## config.mk

```make
export PLATFORM = sky130hd
export DESIGN_NAME = strobed_in_port
export DESIGN_NICKNAME = d
export VERILOG_FILES = /design/src/rtl/sip_pkg.sv /design/src/rtl/sip_sync.sv /design/src/rtl/sip_fall_detect.sv /design/src/rtl/sip_capture.sv /design/src/rtl/sip_irq.sv /design/src/rtl/strobed_in_port.sv
export SDC_FILE = /design/constraint.sdc
export NUM_CORES = 1
export LEC_CHECK = 0
export BUFFER_PORTS_ARGS = -buffer_cell sky130_fd_sc_hd__buf_2
export CAP_MARGIN = 20
export CORE_ASPECT_RATIO = 0.8
export CORE_MARGIN = 1.5
export CORE_UTILIZATION = 51
export CTS_CLUSTER_DIAMETER = 150
export DETAILED_ROUTE_END_ITERATION = 8
export GPL_TIMING_DRIVEN = 0
export PLACE_DENSITY = 0.87
export SETUP_SLACK_MARGIN = 0.2
export SYNTH_ARGS = -nofsm -noshare
export SYNTH_HDL_FRONTEND = slang
export SYNTH_SLANG_ARGS = --single-unit
```

## constraint.sdc

```tcl
create_clock -name clk -period 2.8 [get_ports clk]
set_input_delay 0.28 -clock clk [delete_from_list [all_inputs] [get_ports clk]]
set_output_delay 0.28 -clock clk [all_outputs]
set_load 0.02 [all_outputs]
```

## src/rtl/sip_pkg.sv

```systemverilog
package sip_pkg;
  localparam int STAT_W    = 4;
  localparam int STAT_FULL = 0;
  localparam int STAT_IRQ  = 1;
  localparam int STAT_IE   = 2;
  localparam int STAT_OVR  = 3;
endpackage

```

## src/rtl/sip_sync.sv

```systemverilog
module sip_sync #(
  parameter int       WIDTH   = 8,
  parameter int       STAGES  = 2,
  parameter bit       RST_VAL = 1'b0
) (
  input  logic             clk,
  input  logic             rst_n,
  input  logic [WIDTH-1:0] d_async,
  output logic [WIDTH-1:0] d_sync
);
  localparam logic [WIDTH-1:0] RST_WORD = {WIDTH{RST_VAL}};

  logic [WIDTH-1:0] chain [STAGES];

  genvar g;
  generate
    for (g = 0; g < STAGES; g++) begin : g_stage
      if (g == 0) begin : g_first
        always_ff @(posedge clk) begin
          if (!rst_n) chain[0] <= RST_WORD;
          else        chain[0] <= d_async;
        end
      end else begin : g_next
        always_ff @(posedge clk) begin
          if (!rst_n) chain[g] <= RST_WORD;
          else        chain[g] <= chain[g-1];
        end
      end
    end
  endgenerate

  assign d_sync = chain[STAGES-1];
endmodule

```

## src/rtl/sip_fall_detect.sv

```systemverilog
module sip_fall_detect (
  input  logic clk,
  input  logic rst_n,
  input  logic level,
  output logic fall
);
  logic prev_q;

  always_ff @(posedge clk) begin
    if (!rst_n) prev_q <= 1'b1;
    else        prev_q <= level;
  end

  assign fall = prev_q & ~level;

  // a fall cannot repeat in consecutive cycles
  a_r10_single_fall: assert property (@(posedge clk) disable iff (!rst_n)
    fall |=> !fall);
endmodule

```

## src/rtl/sip_capture.sv

```systemverilog
module sip_capture #(
  parameter int DATA_W = 8
) (
  input  logic              clk,
  input  logic              rst_n,
  input  logic              fall,
  input  logic [DATA_W-1:0] din,
  input  logic              take,
  output logic [DATA_W-1:0] data,
  output logic              full,
  output logic              overrun
);
  // Holding register: deliberately not reset
  always_ff @(posedge clk) begin
    if (fall) data <= din;
  end

  always_ff @(posedge clk) begin
    if (!rst_n) begin
      full    <= 1'b0;
      overrun <= 1'b0;
    end else begin
      if (fall)      full <= 1'b1;
      else if (take) full <= 1'b0;
      if (fall && full && !take) overrun <= 1'b1;
    end
  end

  a_r2_full_after_fall: assert property (@(posedge clk) disable iff (!rst_n)
    fall |=> full);
  a_r2_data_held: assert property (@(posedge clk) disable iff (!rst_n)
    (full && !fall) |=> (data == $past(data)));
  a_r3_accept_clears: assert property (@(posedge clk) disable iff (!rst_n)
    (take && !fall) |=> !full);
  a_r8_overrun_sticky: assert property (@(posedge clk) disable iff (!rst_n)
    overrun |=> overrun);
endmodule

```

## src/rtl/sip_irq.sv

```systemverilog
module sip_irq (
  input  logic clk,
  input  logic rst_n,
  input  logic fall,
  input  logic take,
  input  logic cmd_valid,
  input  logic cmd_val,
  output logic ie,
  output logic irq
);
  always_ff @(posedge clk) begin
    if (!rst_n) begin
      ie  <= 1'b0;
      irq <= 1'b0;
    end else begin
      if (cmd_valid) ie <= cmd_val;
      if (cmd_valid && !cmd_val) irq <= 1'b0;
      else if (fall && ie)       irq <= 1'b1;
      else if (take)             irq <= 1'b0;
    end
  end

  a_r4_rise_needs_edge: assert property (@(posedge clk) disable iff (!rst_n)
    $rose(irq) |-> ($past(fall) && $past(ie)));
  a_r5_clear_forces_low: assert property (@(posedge clk) disable iff (!rst_n)
    (cmd_valid && !cmd_val) |=> !irq);
  a_r6_accept_drops: assert property (@(posedge clk) disable iff (!rst_n)
    (take && !fall) |=> !irq);
endmodule

```

## src/rtl/strobed_in_port.sv

```systemverilog
module strobed_in_port
  import sip_pkg::*;
#(
  parameter int DATA_W      = 8,
  parameter int SYNC_STAGES = 2
) (
  input  logic              clk,
  input  logic              rst_n,
  input  logic              strobe_n,
  input  logic [DATA_W-1:0] pin_data,
  output logic [DATA_W-1:0] out_data,
  output logic              out_valid,
  input  logic              out_ready,
  input  logic              ie_cmd_valid,
  input  logic              ie_cmd_val,
  output logic              irq,
  output logic [STAT_W-1:0] status
);
  logic              stb_s;
  logic [DATA_W-1:0] pin_s;
  logic              fall;
  logic              take;
  logic              full;
  logic              overrun;
  logic              ie;

  sip_sync #(.WIDTH(1), .STAGES(SYNC_STAGES), .RST_VAL(1'b1)) u_stb_sync (
    .clk(clk), .rst_n(rst_n), .d_async(strobe_n), .d_sync(stb_s));

  sip_sync #(.WIDTH(DATA_W), .STAGES(SYNC_STAGES), .RST_VAL(1'b0)) u_pin_sync (
    .clk(clk), .rst_n(rst_n), .d_async(pin_data), .d_sync(pin_s));

  sip_fall_detect u_fall (
    .clk(clk), .rst_n(rst_n), .level(stb_s), .fall(fall));

  assign take = full & out_ready;

  sip_capture #(.DATA_W(DATA_W)) u_cap (
    .clk(clk), .rst_n(rst_n), .fall(fall), .din(pin_s), .take(take),
    .data(out_data), .full(full), .overrun(overrun));

  sip_irq u_irq (
    .clk(clk), .rst_n(rst_n), .fall(fall), .take(take),
    .cmd_valid(ie_cmd_valid), .cmd_val(ie_cmd_val), .ie(ie), .irq(irq));

  assign out_valid = full;

  always_comb begin
    status            = '0;
    status[STAT_FULL] = full;
    status[STAT_IRQ]  = irq;
    status[STAT_IE]   = ie;
    status[STAT_OVR]  = overrun;
  end

  // a request never stands while interrupts are disabled
  a_r5_irq_needs_ie: assert property (@(posedge clk) disable iff (!rst_n)
    irq |-> ie);
endmodule

```

---- Yosys cells after proc, flatten, opt, wreduce, memory -nomap -nowiden ----
Memories as Yosys holds them, arrays and structs flattened. A register that Yosys moved wholly into a read port is not among the register bits.
Cells that the tools add are included.
operators by class
  equal/unequal tests ..................... 0
  shift operators ......................... 0
  add/subtract/negate cells ............... 0
  reductions and logical operators ........ 9
  mux-type cells .......................... 9
  div/mod/pow operators ................... 0
  bitwise logic cells ..................... 8
  order comparisons ....................... 0
  multipliers ............................. 0
operator list
  operator             number
  $mux W8              2
  $mux W1              7
  $logic_and A1 B1 Y1  4
  $or A1 B1 Y1         4
  $reduce_bool A2 Y1   2
  $and A1 B1 Y1        2
  $logic_not A1 Y1     2
  $not A1 Y1           2
  $reduce_or A2 Y1     1
word-level totals
  flip-flop bits (word level) ............. 5
  output and inout port bits .............. 14
  bits in latches ......................... 0
  word-level logic and storage cells ...... 33
  memories ................................ 2
  input port bits ......................... 14
  bits in read-only memories .............. 0
  bits in writable memories ............... 18
memories
  name              depth  bits a word  read ports  clocked after Yosys merged registers in  write ports  line            source
  u_pin_sync.chain  2      8            2           1                                        2            sip_sync.sv:13  logic [WIDTH-1:0] chain [STAGES];
  u_stb_sync.chain  2      1            2           0                                        2            sip_sync.sv:13

---- Logic depth before layout (Yosys ltp) ----
Gate-level depths: netlist of run 1.
  depth in word-level cells ............... 4
  mapped depth ............................ 2
  depth with buffers taken out ............ 2

---- Hierarchy ----
A second synthesis of run 1 with hierarchy kept.
unflattened totals
  cells, all modules ...................... 68
  area total of the unflattened synthesis .. 963.4 um2
modules (own cells, without submodules)
  module                 seq. area each (um2)  area an instance (um2)  times used  cells each
  sip_sync (u_pin_sync)  320.3                 446.7                   1           33
  sip_capture            280.3                 309.0                   1           14
  sip_irq                40.0                  86.3                    1           9
  sip_sync (u_stb_sync)  40.0                  52.6                    1           4
  strobed_in_port        0.0                   36.3                    1           5
  sip_fall_detect        20.0                  32.5                    1           3

---- Worst setup path after synthesis of run 1 ----
OpenSTA, ideal clock, no wires.
  kind .................................... reg-to-reg
  start ................................... register u_fall.prev_q
  end ..................................... register u_cap.data[0] (read register of u_pin_sync.chain), enable pin
  arrival ................................. 0.765 ns
  setup slack ............................. 1.661 ns
  buffers on the path ..................... 0
  data required time ...................... 2.425 ns
  clock period less this slack ............ 1.139 ns
  cell stages (with the launch flop) ...... 2
  library setup time ...................... 0.375 ns
  cells stage by stage .................... dfxtp_1 > nor2b_1
on the way
  longest elaborated chain between the ends .. 1
ends and longest elaborated chain
  item                    line                   source
  from (decl)             sip_fall_detect.sv:7   logic prev_q;
  from (signal assigned)  sip_fall_detect.sv:11  else prev_q <= level;
  $and A1 B1 Y1           sip_fall_detect.sv:14  assign fall = prev_q & ~level;
  via fall                strobed_in_port.sv:21  logic fall;
  to (decl)               sip_capture.sv:9       output logic [DATA_W-1:0] data,
The timed path passes the listed nets, and every way through them passes these cells.
A chain may end at the register's enable or synchronous reset.

---- Final worst setup path of run 1 ----
  start ................................... register u_fall.prev_q
  end ..................................... register u_cap.data[1] (read register of u_pin_sync.chain), enable pin
Same word-level chain as after synthesis.

==> results.txt, run 1 <==
----------------------------------------------------
[Floorplan]
  Area of the core ... around 1700 sq um
  Initial Util ... 0.5607
  Number of placement rows ... 13
  Die height ... slightly above 40 microns
  Die Span X ... between 50 and 60 microns
  Total die area ... roughly 2100 sq um
  Number of ports placed on the die boundary ... 28

[Finish]
  Number of inserted filler cells in the final layout ... between 100 and 150
  Fraction of layout instances using a drive strength above 1 ... 0.3922
  Layout overhead on the synthesized area ... 22.43%
  Area of combinational cells with multiple inputs ... 203.9 sq um
  Leading cell type in the layout, fill and taps excluded ... sky130_fd_sc_hd__buf_2
  # nets final ... 115
  Post-route insts no fill ... 124
  Storage element area ... roughly 700 sq um
  Number of antenna repair diodes ... 0
  Most frequent cells in the layout ... sky130_fd_sc_hd__buf_2, sky130_fd_sc_hd__dfxtp_1, sky130_fd_sc_hd__and2_1, sky130_fd_sc_hd__edfxtp_1, sky130_fd_sc_hd__clkbuf_4

[Clock network]
  Clock transition time at the flip-flop clock pins of the worst setup and hold paths ... roughly 90 ps
  Total number of clock tree sinks ... 31
  Clk Latency, worst-skew pair ... between 300 and 400 ps
  CTS H-tree lvls ... 2
  Number of buffers added for setup after CTS ... 0
  Clock root buffer ... sky130_fd_sc_hd__clkbuf_4
  Number of buffers added by the clock tree synthesis step ... 5
  Max clock buf depth ... 2
  CTS tree ... built
  Number of gates resized after cts ... 0
  Number of hold buffers added after cts ... 0

[Synth]
  Post-Synthesis Cell Area ... about 950 sq um
  Top cell type by total area after synthesis ... sky130_fd_sc_hd__dfxtp_1
  #FFs+latches synth ... 31
  Unique cell type count in the Yosys netlist ... 16
  Fraction of the yosys area taken by sequential cells ... 0.7388
  Area fraction of the dominant cell type after synthesis ... 0.4855
  Post-synthesis average cell area ... around 14 sq um
  Net count of the mapped netlist ... between 80 and 90
  Post-Synthesis Cells ... 67
  Ys Warns ... 0
  Leading cell types by total area after synthesis ... sky130_fd_sc_hd__dfxtp_1, sky130_fd_sc_hd__edfxtp_1, sky130_fd_sc_hd__and2_1

[GRT]
  Tot GR Track Use ... 0.1511
  Antenna violations before repair ... 0
  Number of global-route vias before repair ... 501
  Total overflow reported by the global router ... 0
  Maximum number of pins on one net before global-route repair ... 11
  Wire length of the first global-routing pass ... approximately 2.2 mm

[Power and ir drop]
  P_leak ... between 0.0005 and 0.0006 uW
  Maximum VDD drop ... about 340 uV
  PD cells ... 654.8 nW/um^2
  Final Total Pwr ... approximately 760 uW

[Placed design]
  Half-perimeter wire length of the detailed placement result ... 953.5 microns
  Cell Count Post-Placement ... about 120
  PortBufs ... 27
  Placer congestion estimate ... ~0.63

[Setup path]
  Delay of the slowest critical-path stage ... about 580 ps
  CP Capture Type ... flip-flop
  Startpoint Class ... flip-flop
  Slowest CP cell ... sky130_fd_sc_hd__nor2b_1
  CP max FO ... 9
  Count of buffer and inverter cells on the critical path ... 0
  Family with the most delay on the worst path ... simple AND/OR/NAND/NOR gates
  Critical Path AT ... between 1000 and 1500 ps
  Start-to-end type of the worst setup path ... flip-flop to flip-flop
  Worst EP required ... roughly 2800 ps
  List of cells traversed by the critical path ... nor2b_1

[Detailed routing]
  Number of optimization iterations in the first detailed-route pass ... 3
  Number of vias per cell ... between 4 and 5
  DR DRC count ... 0
  Total routed wirelength ... approximately 1.3 mm
  DRC violation total after the first TritonRoute iteration ... 7
  Count of nets left with antenna violations after detail routing ... 0
  Wire length per cell after detailed routing ... approximately 11 microns
  Number of vias in the routed layout ... roughly 540

[Worst hold path]
  Worst hold path class ... input pin to flip-flop

[Flow run]
  Max Cap Viol ... 0

[Timing]
  Setup_tns ... 0 ps
  Post-route clock skew ... ~4.3 ps
  Hold_ws ... 140.2 ps
  Unrepaired setup endpoints after global routing ... no
  Worst Max-Slew Pin Slew ... about 700 ps
  Final Hold Violating Endpoints ... 0
  Worst-case headroom to the max-slew limit ... 0.5304
  Final count of pins violating max slew ... 0
  Achievable Freq ... a little under 800 MHz
  Period utilisation layout ... 0.4559
  Final count of negative-setup-slack endpoints ... 0
  Post-layout min period ... roughly 1300 ps

[Status]
  Result of the run ... finished, final reports clean

----------------------------------------------------
-- routing by layer --
metal | vias to the layer above | track usage | part of all wire
met1 | 237 | 0.1542 | 0.39
met3 | 4 | 0.07554 | 0.064
li1 | 282 | - | -
met5 | - | 0 | 0
met2 | 18 | 0.2442 | 0.53
met4 | 0 | 0.09474 | 0.021
-- final timing paths --
path | from | depth (start not counted) | slack (ps) | end
max reg2reg | u_fall.prev_q | 1 | 1520 | u_cap.data[1]
max | u_fall.prev_q | 1 | 1520 | u_cap.data[1]
min reg2reg | u_pin_sync.chain[1][0] | 0 | 410 | u_cap.data[0]
min | strobe_n | 2 | 140 | u_stb_sync.chain[0]
-- per-stage QoR --
stage	worst slack (ps)	instance area, sq um	utilization
floorplan	1661	948.4	-
global placement	1555	1111	0.6568
detailed placement	1508	1111	0.6568
CTS	1488	1161	0.6864
global route	1395	1161	0.6864
finish	1523	1161	0.6864
-- final cells by class --
class | count | share of cell area
inverters | 1 | 0.003233
well taps | 22 | 0.02371
clock inverters | 1 | 0.004310
multi-input cells | 29 | 0.1756
plain buffers | 6 | 0.03448
repair buffers | 27 | 0.1164
clock buffers | 7 | 0.03879
flip-flops and latches | 31 | 0.6035
-- synthesized netlist by cell type --
cell type                  instances
sky130_fd_sc_hd__edfxtp_1          8
sky130_fd_sc_hd__mux2i_1           1
sky130_fd_sc_hd__nand2b_1          2
sky130_fd_sc_hd__inv_1             1
sky130_fd_sc_hd__and2_1           16
sky130_fd_sc_hd__clkbuf_2          1
sky130_fd_sc_hd__dfxtp_1          23
sky130_fd_sc_hd__and3b_1           1
sky130_fd_sc_hd__nor2b_1           3
sky130_fd_sc_hd__o221a_1           1
sky130_fd_sc_hd__buf_2             1
sky130_fd_sc_hd__o21a_1            2
sky130_fd_sc_hd__buf_4             4
sky130_fd_sc_hd__a21boi_0          1
sky130_fd_sc_hd__and4bb_2          1
sky130_fd_sc_hd__or2b_1            1
-- power by group --
group / total (uW) / internal (uW) / switching [uW]
sequential: 482 / 477 / 5.54
clock: 234 / 97.7 / 137
combinational: 43.7 / 21.8 / 22.0
-- kinds of logic (layout without fill, tap and decap cells) --
kind of cell    after synthesis  in the layout  synth area share
flops                        31             31            0.7388
simple gates                 24             24            0.1689
buf+inv                       7             42           0.04616
compound gates                4              4           0.03562
mux                           1              1           0.01055
-- flip-flops by register name (all words and copies together), names as in the netlist --
register,cells
u_cap.data,8
u_cap.full,1
u_cap.overrun,1
u_fall.prev_q,1
u_irq.ie,1
u_irq.irq,1
u_pin_sync.chain,16
u_stb_sync.chain,2
(Power assumes the default switching activity.)
==> run 2: changes to the inputs <==
--- a/config.mk
+++ b/config.mk
@@ -9,11 +9,11 @@
 export CAP_MARGIN = 20
 export CORE_ASPECT_RATIO = 0.8
 export CORE_MARGIN = 1.5
-export CORE_UTILIZATION = 51
+export CORE_UTILIZATION = 43
 export CTS_CLUSTER_DIAMETER = 150
 export DETAILED_ROUTE_END_ITERATION = 8
 export GPL_TIMING_DRIVEN = 0
-export PLACE_DENSITY = 0.87
+export PLACE_DENSITY = 0.79
 export SETUP_SLACK_MARGIN = 0.2
 export SYNTH_ARGS = -nofsm -noshare
 export SYNTH_HDL_FRONTEND = slang
==> constraint.sdc (replaced) <==
create_clock -name clk -period 1.02 [get_ports clk]
set_input_delay 0.102 -clock clk [delete_from_list [all_inputs] [get_ports clk]]
set_output_delay 0.102 -clock clk [all_outputs]
set_load 0.02 [all_outputs]
==> run 2 against run 1 <==
- critical path type is now flip-flop to output port
- wire length grew 12%
- clock power grew to 2.7 times the previous value
- via count grew 11%
- critical path depth grew 1
- first-iteration DRC count shrank 29%
- design area grew 23%
- critical endpoint is now status[0]
- sequential cell count is the same
- core utilization grew 3.2 points
==> results.txt, run 2 (synthesis gave the netlist of run 1 again) <==
----------------------------------------------------
[Detailed routing]
  DR DRC count ... 0 (unchanged)
  Number of vias in the routed layout ... 601 (+11%)
  Wire length per cell after detailed routing ... 10.71 microns (-0.55%)
  DRC violation total after the first TritonRoute iteration ... 5 (-2)
  Number of optimization iterations in the first detailed-route pass ... 3 (unchanged)
  Total routed wirelength ... 1.499 mm (+12%)
  Number of vias per cell ... 4.293 (-1.6%)
  Count of nets left with antenna violations after detail routing ... 0 (unchanged)

[Setup path]
  Start-to-end type of the worst setup path ... flip-flop to output port
  Critical Path AT ... 900 ps (-340 ps)
  Startpoint Class ... flip-flop
  CP max FO ... 3 (-6)
  Worst EP required ... 920 ps (-1840 ps)
  CP Capture Type ... output port

[Floorplan]
  Number of ports placed on the die boundary ... 28 (unchanged)
  Total die area ... 2498 sq um (+17%)
  Initial Util ... 0.4791 (-0.08151)
  Die height ... 45.01 microns (+8.3%)
  Die Span X ... 55.51 microns (+8.4%)
  Area of the core ... 1979 sq um (+17%)
  Number of placement rows ... 14 (+1)

[Finish]
  Number of antenna repair diodes ... 0 (unchanged)
  Largest reg by FF count ... u_pin_sync.chain
  Leading cell type in the layout, fill and taps excluded ... sky130_fd_sc_hd__buf_6
  Most frequent cells in the layout ... sky130_fd_sc_hd__buf_6, sky130_fd_sc_hd__dfxtp_1, sky130_fd_sc_hd__and2_1, sky130_fd_sc_hd__buf_2, sky130_fd_sc_hd__dlygate4sd3_1
  Post-route insts no fill ... 140 (+13%)
  Fraction of layout instances using a drive strength above 1 ... 0.4483 (+0.05612)
  Post-route cell area ... 1423 sq um (+23%)
  Registers with the highest flip-flop counts ... u_pin_sync.chain (16), u_cap.data (8), u_stb_sync.chain (2)
  # nets final ... 129 (+12%)
  Max reg flops ... 16 (unchanged)
  Layout overhead on the synthesized area ... 50.00%

[Clock network]
  Total number of clock tree sinks ... 31 (unchanged)
  Clock transition time at the flip-flop clock pins of the worst setup and hold paths ... 90 ps (about the same)
  CTS H-tree lvls ... 2 (unchanged)
  Max clock buf depth ... 2 (unchanged)
  Number of buffers added by the clock tree synthesis step ... 5 (unchanged)
  CTS tree ... built
  Clk Latency, worst-skew pair ... 320 ps (about the same)
  Clock root buffer ... sky130_fd_sc_hd__clkbuf_4

[Timing]
  Post-layout min period ... between 900 and 1000 ps
  Final count of pins violating max slew ... 0 (unchanged)
  Period utilisation layout ... 0.9782
  Hold_ws ... 52.51 ps (-87.68 ps)
  Worst-case headroom to the max-slew limit ... 0.8838 (+0.3534)
  Achievable Freq ... between 1000 and 1500 MHz
  Final Hold Violating Endpoints ... 0 (unchanged)
  Worst Max-Slew Pin Slew ... 174.0 ps (-529.0 ps)
  Post-route clock skew ... 8.710 ps (+4.382 ps)
  Unrepaired setup endpoints after global routing ... yes
  Setup_tns ... 0 ps (unchanged)
  Final count of negative-setup-slack endpoints ... 0 (unchanged)
  Setup WS post-layout ... 22.23 ps (-1501 ps)

[Power and ir drop]
  P_leak ... 0.0006285 uW (+20%)
  Psw ... 455.8 uW (+180%)
  Maximum VDD drop ... 1103 uV (+230%)
  Internal power summed over all cells ... 1692 uW (+180%)
  Gate power share ... 0.086 (+0.028)
  Switching part of the total power ... 0.2122 (-0.003529)
  Fraction of power consumed by the clock network ... 0.296 (-0.012)
  Flop pwr share ... 0.618 (-0.016)
  PD cells ... 1510 nW/um^2 (+130%)

[Placed design]
  Area after DPL ... 1126 sq um (+1.4%)
  PortBufs ... 27 (unchanged)
  Cell Count Post-Placement ... 118 (+1.7%)
  Placer congestion estimate ... 0.6598 (+4.3%)
  Worst slack after detailed placement ... 107.3 ps (-1401 ps)

[Flow run]
  Max Cap Viol ... 0 (unchanged)

[GRT]
  Total overflow reported by the global router ... 0 (unchanged)
  Tot GR Track Use ... 0.1467 (-0.004373)
  Number of global-route vias before repair ... 590 (+18%)
  Antenna violations before repair ... 0 (unchanged)
  Maximum number of pins on one net before global-route repair ... 11 (unchanged)
  Wire length of the first global-routing pass ... 2.525 mm (+17%)

[Status]
  Result of the run ... finished, final reports clean

[Worst hold path]
  Worst hold path class ... input pin to flip-flop

----------------------------------------------------
-- run 2: cell count changes in the layout (fill, tap and decap cells not counted), sizes merged --
cell         previous run  this run
dlygate4sd3             0        10
buf                    32        35
nor2b                   3         4
-- run 2: final timing paths --
| path | cells after the start | slack (ps) | start | end |
|---|---|---|---|---|
| worst max register to register | 3 | 50 | u_cap.full | u_cap.overrun |
| worst max-delay path | 2 | 20 | u_cap.full | status[0] |
| worst min-delay path | 3 | 50 | ie_cmd_val | u_irq.ie |
| worst min register to register | 0 | 410 | u_pin_sync.chain[1][0] | u_cap.data[0] |
-- run 2: power groups by stage --
| stage | sequential (uW) | combinational (uW) | clock [uW] |
|---|---|---|---|
| final | 1330 | 184 | 636 |
| after detailed placement | 1350 | 123 | 0 |
| after global placement | 1350 | 118 | 0 |
| after CTS | 1330 | 172 | 652 |
| after floorplan | 1370 | 55.6 | 0 |
| after global routing | 1330 | 199 | 697 |
-- run 2: what timing repair did --
item,in CTS,in global routing
hold buffers,10,0
cloned,1,0
buffers inserted,2,1
pin swaps,2,1
endpoints found under the hold margin,11,0
setup endpoints to repair,25,25
gates resized for setup,20,17
-- run 2: per-layer routing --
| metal | vias up | share of wire | global-route usage | wire, microns |
|---|---|---|---|---|
| met1 | 260 | 0.42 | 0.1487 | 628 |
| met2 | 24 | 0.48 | 0.2310 | 713 |
| met5 | - | 0 | 0 | 0 |
| met3 | 7 | 0.065 | 0.06304 | 97 |
| met4 | 0 | 0.039 | 0.1463 | 59 |
| li1 | 310 | - | - | - |
-- run 2: final cells by class --
cell class                      instances  area (sq um)
Inverter                                1         3.754
Tap cell                               24         30.03
Fill cell                             141         556.8
Buffer                                  6         55.05
Sequential cell                        31         710.7
Timing Repair Buffer                   40         345.3
Clock inverter                          1         5.005
Clock buffer                            7         45.04
Multi-Input combinational cell         30         227.7
-- run 2: per-stage QoR --
stage / utilization / total power [uW]
6_report: 0.7187 / 2148
5_1_grt: 0.7187 / 2231
4_1_cts: 0.6884 / 2149
3_5_place_dp: 0.5689 / 1477
3_3_place_gp: 0.5689 / 1469
2_1_floorplan: - / 1422
-- run 2: worst max-delay path, cell delays in order (launching register included) --
cell and delay (ps):
sky130_fd_sc_hd__dfxtp_2 350, sky130_fd_sc_hd__buf_6 110, sky130_fd_sc_hd__buf_6 120
==> run 3: changes to the inputs <==
--- a/config.mk
+++ b/config.mk
@@ -7,7 +7,6 @@
 export LEC_CHECK = 0
 export BUFFER_PORTS_ARGS = -buffer_cell sky130_fd_sc_hd__buf_2
 export CAP_MARGIN = 20
-export CORE_ASPECT_RATIO = 0.8
 export CORE_MARGIN = 1.5
 export CORE_UTILIZATION = 43
 export CTS_CLUSTER_DIAMETER = 150
==> run 3 against run 2 <==
- total power rose by 0.48%
- fmax grew 0.75%
- sequential cell count did not move
- clock skew down 5.3 ps
- sequential share of layout area barely moved
- combinational power about the same
- register-to-register slack about the same
- sequential power about the same
- global-route usage decreased by 1.6 points
- non-clock buffer count unchanged
==> results.txt, run 3 (synthesis gave the netlist of run 1 again) <==
----------------------------------------------------
[Floorplan]
  Area of the core ... 2022 sq um (+2.1%)
  Number of ports placed on the die boundary ... 28 (unchanged)
  Initial Util ... 0.4691 (-0.01008)
  Die Span X ... 49.97 microns (-10%)
  Die height ... 49.97 microns (+11%)
  Number of placement rows ... 16 (+2)
  Total die area ... 2497 sq um (about the same)

[Worst hold path]
  Worst hold path class ... input pin to flip-flop

[Setup path]
  Slowest CP cell ... sky130_fd_sc_hd__dfxtp_2
  CP max FO ... 3 (unchanged)
  Start-to-end type of the worst setup path ... flip-flop to output port
  CP Capture Type ... output port
  Critical Path Most Common Cell ... sky130_fd_sc_hd__buf_6
  List of cells traversed by the critical path ... buf_6, buf_6
  Delay of the slowest critical-path stage ... 340 ps (about the same)
  Startpoint Class ... flip-flop
  Critical Path AT ... 890 ps (about the same)
  Worst EP required ... 920 ps (about the same)

[Clock network]
  Clk Latency, worst-skew pair ... 320 ps (about the same)
  Number of buffers added by the clock tree synthesis step ... 5 (unchanged)
  CTS tree ... built
  CTS H-tree lvls ... 2 (unchanged)
  Clock root buffer ... sky130_fd_sc_hd__clkbuf_4
  Total number of clock tree sinks ... 31 (unchanged)
  Clock transition time at the flip-flop clock pins of the worst setup and hold paths ... 90 ps (about the same)
  Max clock buf depth ... 2 (unchanged)

[Finish]
  Layout overhead on the synthesized area ... 50.13% (about the same)
  Fraction of layout instances using a drive strength above 1 ... 0.4569 (+0.008621)
  Max reg flops ... 16 (unchanged)
  Number of antenna repair diodes ... 0 (unchanged)
  Post-route insts no fill ... 143 (+2.1%)
  Most frequent cells in the layout ... sky130_fd_sc_hd__buf_6, sky130_fd_sc_hd__dfxtp_1, sky130_fd_sc_hd__and2_1, sky130_fd_sc_hd__buf_2, sky130_fd_sc_hd__dlygate4sd3_1
  Registers with the highest flip-flop counts ... u_pin_sync.chain (16), u_cap.data (8), u_stb_sync.chain (2)
  # nets final ... 129 (unchanged)
  Largest reg by FF count ... u_pin_sync.chain

[Power and ir drop]
  PD cells ... 1516 nW/um^2 (+0.39%)
  Flop pwr share ... 0.615 (-0.003)
  Maximum VDD drop ... 938.4 uV (-15%)
  Internal power summed over all cells ... 1691 uW (about the same)
  Fraction of power consumed by the clock network ... 0.299 (+0.003)
  Gate power share ... 0.086 (about the same)
  Psw ... 467.4 uW (+2.5%)
  P_leak ... 0.0006256 uW (-0.46%)
  Switching part of the total power ... 0.2165 (+0.004367)

[Placed design]
  Cell Count Post-Placement ... 121 (+2.5%)
  Placer congestion estimate ... 0.6628 (+0.45%)
  Half-perimeter wire length of the detailed placement result ... between 800 and 900 microns
  PortBufs ... 27 (unchanged)

[Timing]
  Post-route clock skew ... 3.383 ps (-5.328 ps)
  Period utilisation layout ... 0.9710 (-0.007228)
  Achievable Freq ... 1010 MHz (+0.75%)
  Final Hold Violating Endpoints ... 0 (unchanged)
  Final count of pins violating max slew ... 0 (unchanged)
  Worst-case headroom to the max-slew limit ... 0.8886 (+0.004840)
  Final count of negative-setup-slack endpoints ... 0 (unchanged)
  Setup_tns ... 0 ps (unchanged)
  Post-layout min period ... 990.4 ps (-7.373 ps)
  Unrepaired setup endpoints after global routing ... yes
  Worst Max-Slew Pin Slew ... 166.7 ps (-7.246 ps)

[GRT]
  Maximum number of pins on one net before global-route repair ... 11 (unchanged)
  Number of global-route vias before repair ... 560 (-5.1%)
  Wire length of the first global-routing pass ... 2.277 mm (-9.8%)
  Antenna violations before repair ... 0 (unchanged)
  Total overflow reported by the global router ... 0 (unchanged)
  Tot GR Track Use ... 0.1305 (-0.01618)

[Detailed routing]
  DR DRC count ... 0 (unchanged)
  Count of nets left with antenna violations after detail routing ... 0 (unchanged)
  Number of vias in the routed layout ... 595 (-1.0%)
  Number of optimization iterations in the first detailed-route pass ... 4 (+1)
  Number of vias per cell ... 4.161 (-3.1%)
  Wire length per cell after detailed routing ... 9.692 microns (-9.5%)
  Total routed wirelength ... 1.386 mm (-7.5%)
  DRC violation total after the first TritonRoute iteration ... 5 (unchanged)

[Status]
  Result of the run ... finished, final reports clean

[Flow run]
  Max Cap Viol ... 0 (unchanged)

----------------------------------------------------
-- run 3: cell types whose count changed in the layout (fill, tap and decap cells not counted), sizes merged --
cell	change
clkbuf	-1
clkinvlp	+1
-- run 3: power by group through the flow --
stage	Clock (uW)	Sequential (uW)	Combinational, uW
global placement	0	1350	118
global route	735	1330	202
CTS	671	1320	163
floorplan	0	1370	55.6
detailed placement	0	1350	120
finish	646	1330	185
-- run 3: final timing paths --
check	start	to	slack, ps	depth (start not counted)
setup reg to reg	u_cap.full	u_cap.overrun	50	3
setup / recovery	u_irq.irq	status[1]	30	2
hold / removal	ie_cmd_val	u_irq.ie	60	3
hold reg to reg	u_pin_sync.chain[1][2]	u_cap.data[2]	410	0
-- run 3: worst max-delay path: cells and delay by family, from the launching register on --
kind	cells	cell delay (ps)
buffers and inverters	2	230
DFF	1	340
-- run 3: metal layers --
metal	up-vias	share of wire	global-route usage
met5	-	0	0
li1	313	-	-
met4	0	0.038	0.09722
met1	255	0.44	0.1414
met2	20	0.47	0.1956
met3	7	0.054	0.06364
-- run 3: repair_timing --
item | 4_1_cts | 5_1_grt
hold endpoints to repair | 11 | 0
gates cloned | 1 | 0
hold buffers | 10 | 0
endpoints found under the setup margin | 25 | 24
pin swaps | 1 | 0
resized for setup | 17 | 19
setup buffers | 1 | 2
-- run 3: through the flow --
stage	instance area (sq um)	hold WS, ps	setup WS (ps)	total power (uW)	utilization
floorplan	960.9	175.0	168.7	1422	-
global placement	1130	280.0	122.7	1469	0.5588
detailed placement	1130	282.9	110.4	1474	0.5588
CTS	1353	55.23	19.26	2159	0.6689
global route	1424	71.77	-14.76	2270	0.7042
finish	1424	62.00	29.60	2158	0.7042
-- run 3: cell type report --
cell class              count  area [sq um]
flip-flops and latches     31         710.7
fillers                   148         598.1
repair buffers             40         339.1
multi-input cells          30         227.7
plain buffers               6         55.05
clock buffers               6         41.29
well taps                  27         33.78
clock inverters             2         12.51
inverters                   1         3.754
